==> src/rtl/keyScanPkg.sv <==
package keyScanPkg;
  // strobes from scan control to the datapath
  typedef struct packed {
    logic sample;     // take the column sample of the current row
    logic clearPort;  // processor read: return port to idle
  } scanStrobes_t;

  localparam logic [7:0] IDLE_CODE = 8'hFF;
endpackage

==> src/rtl/keyScanCtrl.sv <==
module keyScanCtrl
  import keyScanPkg::*;
#(
  parameter int NUM_ROWS      = 10,
  parameter int SETTLE_CYCLES = 4,
  parameter int BEEP_CYCLES   = 8,
  localparam int ROW_W  = (NUM_ROWS > 1) ? $clog2(NUM_ROWS) : 1,
  localparam int SET_W  = (SETTLE_CYCLES > 1) ? $clog2(SETTLE_CYCLES) : 1,
  localparam int BEEP_W = $clog2(BEEP_CYCLES + 1)
) (
  input  logic                clk,
  input  logic                rst_n,
  input  logic                portSel,
  output logic [ROW_W-1:0]    rowIdx,
  output logic [NUM_ROWS-1:0] rowDrive,
  output scanStrobes_t        strobes,
  output logic                beep
);
  localparam logic [SET_W-1:0]  SETTLE_LAST = SET_W'(SETTLE_CYCLES - 1);
  localparam logic [ROW_W-1:0]  ROW_LAST    = ROW_W'(NUM_ROWS - 1);
  localparam logic [BEEP_W-1:0] BEEP_LOAD   = BEEP_W'(BEEP_CYCLES);

  logic [SET_W-1:0]  settleCnt;
  logic [BEEP_W-1:0] beepCnt;
  logic              lastSettle;

  assign lastSettle = (settleCnt == SETTLE_LAST);

  always_ff @(posedge clk or negedge rst_n) begin
    if (!rst_n) begin
      settleCnt <= '0;
      rowIdx    <= '0;
    end else if (lastSettle) begin
      settleCnt <= '0;
      rowIdx    <= (rowIdx == ROW_LAST) ? '0 : rowIdx + 1'b1;
    end else begin
      settleCnt <= settleCnt + 1'b1;
    end
  end

  always_ff @(posedge clk or negedge rst_n) begin
    if (!rst_n)              beepCnt <= '0;
    else if (portSel)        beepCnt <= BEEP_LOAD;
    else if (beepCnt != '0)  beepCnt <= beepCnt - 1'b1;
  end

  for (genvar g = 0; g < NUM_ROWS; g++) begin : g_rowDrv
    assign rowDrive[g] = (rowIdx == ROW_W'(g));
  end

  assign beep              = (beepCnt != '0);
  assign strobes.sample    = lastSettle;
  assign strobes.clearPort = portSel;
endmodule

==> src/rtl/keyScanData.sv <==
module keyScanData
  import keyScanPkg::*;
#(
  parameter int NUM_ROWS = 10,
  parameter int NUM_COLS = 7,
  localparam int ROW_W = (NUM_ROWS > 1) ? $clog2(NUM_ROWS) : 1
) (
  input  logic                clk,
  input  logic                rst_n,
  input  logic [NUM_COLS-1:0] colIn,
  input  logic [ROW_W-1:0]    rowIdx,
  input  scanStrobes_t        strobes,
  output logic                keyFound,
  output logic [7:0]          portData
);
  logic [NUM_COLS-1:0] lastScan [NUM_ROWS];
  logic [NUM_COLS-1:0] accepted [NUM_ROWS];
  logic [NUM_COLS-1:0] confirmed, newPress;
  logic [7:0]          keyCode;

  // seen now and on the previous scan of this row
  assign confirmed = colIn & lastScan[rowIdx];
  assign newPress  = confirmed & ~accepted[rowIdx];

  // lowest column wins: scan from the top so the lowest is assigned last
  always_comb begin
    keyCode = 8'h00;
    for (int c = NUM_COLS - 1; c >= 0; c--) begin
      if (newPress[c]) keyCode = 8'(rowIdx) * 8'(NUM_COLS) + 8'(c);
    end
  end

  assign keyFound = strobes.sample && (newPress != '0);

  always_ff @(posedge clk or negedge rst_n) begin
    if (!rst_n) begin
      for (int r = 0; r < NUM_ROWS; r++) begin
        lastScan[r] <= '0;
        accepted[r] <= '0;
      end
    end else if (strobes.sample) begin
      lastScan[rowIdx] <= colIn;
      accepted[rowIdx] <= confirmed;
    end
  end

  always_ff @(posedge clk or negedge rst_n) begin
    if (!rst_n)                 portData <= IDLE_CODE;
    else if (keyFound)          portData <= keyCode;
    else if (strobes.clearPort) portData <= IDLE_CODE;
  end
endmodule

==> src/rtl/keyScanPort.sv <==
module keyScanPort
  import keyScanPkg::*;
#(
  parameter int NUM_ROWS      = 10,
  parameter int NUM_COLS      = 7,
  parameter int SETTLE_CYCLES = 4,
  parameter int BEEP_CYCLES   = 8
) (
  input  logic                clk,
  input  logic                rst_n,
  input  logic [NUM_COLS-1:0] colIn,
  input  logic                portSel,
  output logic [NUM_ROWS-1:0] rowDrive,
  output logic [7:0]          portData,
  output logic                beep
);
  localparam int ROW_W = (NUM_ROWS > 1) ? $clog2(NUM_ROWS) : 1;

  initial begin
    if (NUM_ROWS * NUM_COLS > 255) $error("key count must stay below 0xFF");
  end

  logic [ROW_W-1:0] rowIdx;
  scanStrobes_t     strobes;
  logic             keyFound;

  keyScanCtrl #(
    .NUM_ROWS(NUM_ROWS), .SETTLE_CYCLES(SETTLE_CYCLES), .BEEP_CYCLES(BEEP_CYCLES)
  ) u_ctrl (
    .clk(clk), .rst_n(rst_n), .portSel(portSel),
    .rowIdx(rowIdx), .rowDrive(rowDrive), .strobes(strobes), .beep(beep)
  );

  keyScanData #(
    .NUM_ROWS(NUM_ROWS), .NUM_COLS(NUM_COLS)
  ) u_data (
    .clk(clk), .rst_n(rst_n), .colIn(colIn), .rowIdx(rowIdx),
    .strobes(strobes), .keyFound(keyFound), .portData(portData)
  );
endmodule

==> config.mk <==
export PLATFORM = sky130hd
export DESIGN_NAME = keyScanPort
export DESIGN_NICKNAME = d
export VERILOG_FILES = /design/src/rtl/keyScanPkg.sv /design/src/rtl/keyScanCtrl.sv /design/src/rtl/keyScanData.sv /design/src/rtl/keyScanPort.sv
export SDC_FILE = /design/constraint.sdc
export NUM_CORES = 1
export LEC_CHECK = 0
export BUFFER_PORTS_ARGS = -buffer_cell sky130_fd_sc_hd__buf_2
export CAP_MARGIN = 20
export CORE_UTILIZATION = 57
export CTS_CLUSTER_DIAMETER = 80
export DETAILED_ROUTE_END_ITERATION = 16
export HOLD_SLACK_MARGIN = 0.02
export PLACE_DENSITY_LB_ADDON = 0.3
export SETUP_SLACK_MARGIN = 0.15
export SLEW_MARGIN = 20
export SYNTH_ARGS = -nofsm -noshare
export SYNTH_HDL_FRONTEND = slang
export SYNTH_SLANG_ARGS = --single-unit
==> constraint.sdc <==
create_clock -name clk -period 3.57 [get_ports clk]
set_input_delay 0.714 -clock clk [delete_from_list [all_inputs] [get_ports clk]]
set_output_delay 0.714 -clock clk [all_outputs]
set_load 0.02 [all_outputs]
==> flow_metrics.env <==
export IMPL_antenna_found_initial=0
export IMPL_clockBufferDepth=2
export IMPL_synth_warnings=0
export IMPL_reg2reg_slack_ps=290
export IMPL_combPwrFrac_pct=8.9
export IMPL_numPortBuffers=28
export IMPL_drc=6
export IMPL_crit_arrival_ps=3610
export IMPL_final_layout_size_suffix_gt1_share_pct=25.5
export IMPL_drt_pass1_iterations=11
export IMPL_seqPwrFrac_pct=47.4
export IMPL_area_delta_synth_final_pct=11.4
export IMPL_fillers=1133
export IMPL_synth_common_cells="150 x dfrtp_1, 95 x nand2_1, 93 x o21ai_0, 74 x mux2_2"
export IMPL_clock_latency_ps=430
export IMPL_h_tree_depth=4
export IMPL_cp_required_ps=3900
export IMPL_status="finished, violations left"
export IMPL_finalHoldViolCount=0
export IMPL_dp_hpwl_um=14300
export IMPL_grt_overflow=0
export IMPL_yosys_top_cells_area="dfrtp_1 44%, mux2_2 9.7%, mux2i_1 6.4%"
export IMPL_dieHeight_um=125
export IMPL_avgSynthCellArea_um2=10.5
export IMPL_routabilityCongestion=0.956
export IMPL_synth_most_common_cell="dfrtp_1"
export IMPL_placementRows=44
export IMPL_violations="DRC"
export IMPL_synth_ff_type="dfrtp_1"
export IMPL_max_slew_margin_rel_pct=45.1
export IMPL_start_util_pct=58.9
export IMPL_synth_edff_count=0
export IMPL_vias=6492
export IMPL_synth_nets=856
export IMPL_clkTransAtPathRegs_ps=70
export IMPL_setup_viol=0
export IMPL_avgViaCountPerCell=6.28
export IMPL_wirelength_um=21100
export IMPL_clockPowerShare_pct=43.7
export IMPL_rr_endpoint="u_data.portData[3]$_DFFE_PN1P_"
export IMPL_dieArea_um2=15600
export IMPL_syn_area_um2=8620
export IMPL_critPathLaunchType="flop"
export IMPL_crit_path_end_kind="flop"
export IMPL_netlist_instances=821
export IMPL_fin_area_um2=9600
export IMPL_worstSetupPathType="flop to flop"
export IMPL_critPathMaxFanout=9
export IMPL_cap_violations=0
export IMPL_placed_area_um2=8970
export IMPL_yosysTopAreaCell="dfrtp_1"
export IMPL_switching_share_pct=25.5
export IMPL_cts_sinks=158
export IMPL_grt_pass1_wl_um=34800
export IMPL_tightest_slew_ps=821
export IMPL_die_w_um=125
export IMPL_rsz0062_at_grt="true"
export IMPL_core_area_um2=14600
export IMPL_grt_pass1_vias=6559
export IMPL_ff2ff_path_depth=8
export IMPL_period_minus_slack_ps=3280
export IMPL_cts_buffers=17
export IMPL_grt_max_degree=82
export IMPL_worst_slack_ps=290
export IMPL_power_density_nw_per_um2=433
export IMPL_intPower_uw=3100
export IMPL_slew_viol_final=0
export IMPL_period_share_pct=91.9
export IMPL_seq_area_frac_synth_pct=46.0
export IMPL_r2r_start="u_ctrl.rowIdx[3]$_DFFE_PN0P_"
export IMPL_switchingPower_uw=1060
export IMPL_ys_ff_latch=158
export IMPL_cp_startpoint="u_ctrl.rowIdx[3]$_DFFE_PN0P_"
export IMPL_max_vdd_ir_drop_uv=348
export IMPL_cts_tree="built"
export IMPL_tns_ps=0
export IMPL_grtUsageTotal_pct=28.6
export IMPL_nets=872
export IMPL_worstHoldPathType="input pin to async pin"
export IMPL_finClkSkew_ps=8.10
export IMPL_ys_async_sr_fraction_pct=100
export IMPL_detail_route_antenna_nets=0
export IMPL_cts_root_buffer="clkbuf_16"
export IMPL_max_freq_mhz=305
export IMPL_drtIter0Drc=683
export IMPL_p_leak_uw=0.00397
export IMPL_n_antenna_cell=0
export IMPL_io_pins=29
export IMPL_synth_top_area_share_pct=43.5
export IMPL_wl_per_cell_um=20.4
export IMPL_yosysUniqueCellTypes=74
export IMPL_crit_end="u_data.portData[3]$_DFFE_PN1P_"
export IMPL_pre_cts_slack_ps=199
## per-layer routing
layer / global-route usage [%] / routed length (um) / up-vias
li1: - / - / 2975
met1: 37.3 / 8970 / 3238
met2: 48.1 / 10600 / 233
met3: 4.28 / 1040 / 46
met4: 11.7 / 514 / 0
met5: 0 / 0 / -
## critical path, stage by stage, from the launching register on
cell and delay (ps):
dfrtp_1 540, buf_4 250, or3b_2 590, o2bb2ai_2 350
or2_0 360, a31oi_2 180, a2111oi_2 480, o31ai_1 140
a311oi_1 290
## cell type report
| cell class | count | area (um^2) | area share, % |
|---|---|---|---|
| multi-input cells | 576 | 4270 | 44.4 |
| repair buffers | 68 | 492 | 5.12 |
| well taps | 184 | 230 | 2.40 |
| clock buffers | 17 | 425 | 4.43 |
| clock inverters | 15 | 161 | 1.68 |
| flip-flops and latches | 158 | 3970 | 41.3 |
| inverters | 16 | 60.1 | 0.625 |
## repair_timing
action | in CTS | in global routing
hold buffers | 0 | 0
endpoints found under the hold margin | 0 | 0
setup endpoints to repair | 0 | 8
buffers inserted | 0 | 2
resized for setup | 0 | 10
## power by group through the flow
stage | registers, uW | logic [uW] | clock network, uW
global route | 1990 | 414 | 1910
detailed placement | 2000 | 368 | 0
CTS | 1970 | 371 | 1830
finish | 1970 | 370 | 1820
global placement | 1990 | 348 | 0
floorplan | 2000 | 235 | 0
## through the flow
stage	hold slack, ps	total power, uW	instances	utilization [%]
global placement	413	2340	1000	61.3
floorplan	403	2230	821	-
detailed placement	420	2370	1000	61.3
global route	393	4310	1034	65.6
CTS	363	4170	1032	65.3
finish	317	4160	1034	65.6
## layout by cell type, fill, tap and decap left out, drive strengths merged, types with 21 or more instances in the layout
cell / n
nand3: 24
inv: 21
ha: 21
nor2: 29
mux2i: 55
dfrtp: 150
mux2: 74
nand2: 95
buf: 68
o21ai: 94
## registers in the layout, summed over array words and instances, names as in the netlist
name,flops
u_ctrl.settleCnt,2
u_ctrl.beepCnt,4
u_ctrl.rowIdx,4
u_data.lastScan,70
u_data.accepted,70
u_data.portData,8
## kinds of logic (layout without fill, tap and decap cells)
| kind of cell | count (synthesis) | after routing | synth area share [%] |
|---|---|---|---|
| compound gates | 188 | 188 | 14.0 |
| xor+xnor | 14 | 14 | 1.42 |
| fa+ha+maj | 25 | 25 | 3.98 |
| buf+inv | 87 | 116 | 4.82 |
| flops | 158 | 158 | 46.0 |
| mux | 137 | 137 | 18.2 |
| simple gates | 212 | 212 | 11.6 |
## how the worst min path moves through the flow
stage	end	slack, ps	cells past startpoint
floorplan	u_ctrl.settleCnt[0]$_DFF_PN0_	400	1
global placement	u_ctrl.settleCnt[0]$_DFF_PN0_	410	1
detailed placement	u_ctrl.settleCnt[0]$_DFF_PN0_	420	1
CTS	u_ctrl.rowIdx[2]$_DFFE_PN0P_	360	1
global route	u_ctrl.rowIdx[1]$_DFFE_PN0P_	390	1
finish	u_ctrl.rowIdx[1]$_DFFE_PN0P_	320	1
(Power assumes the default switching activity.)
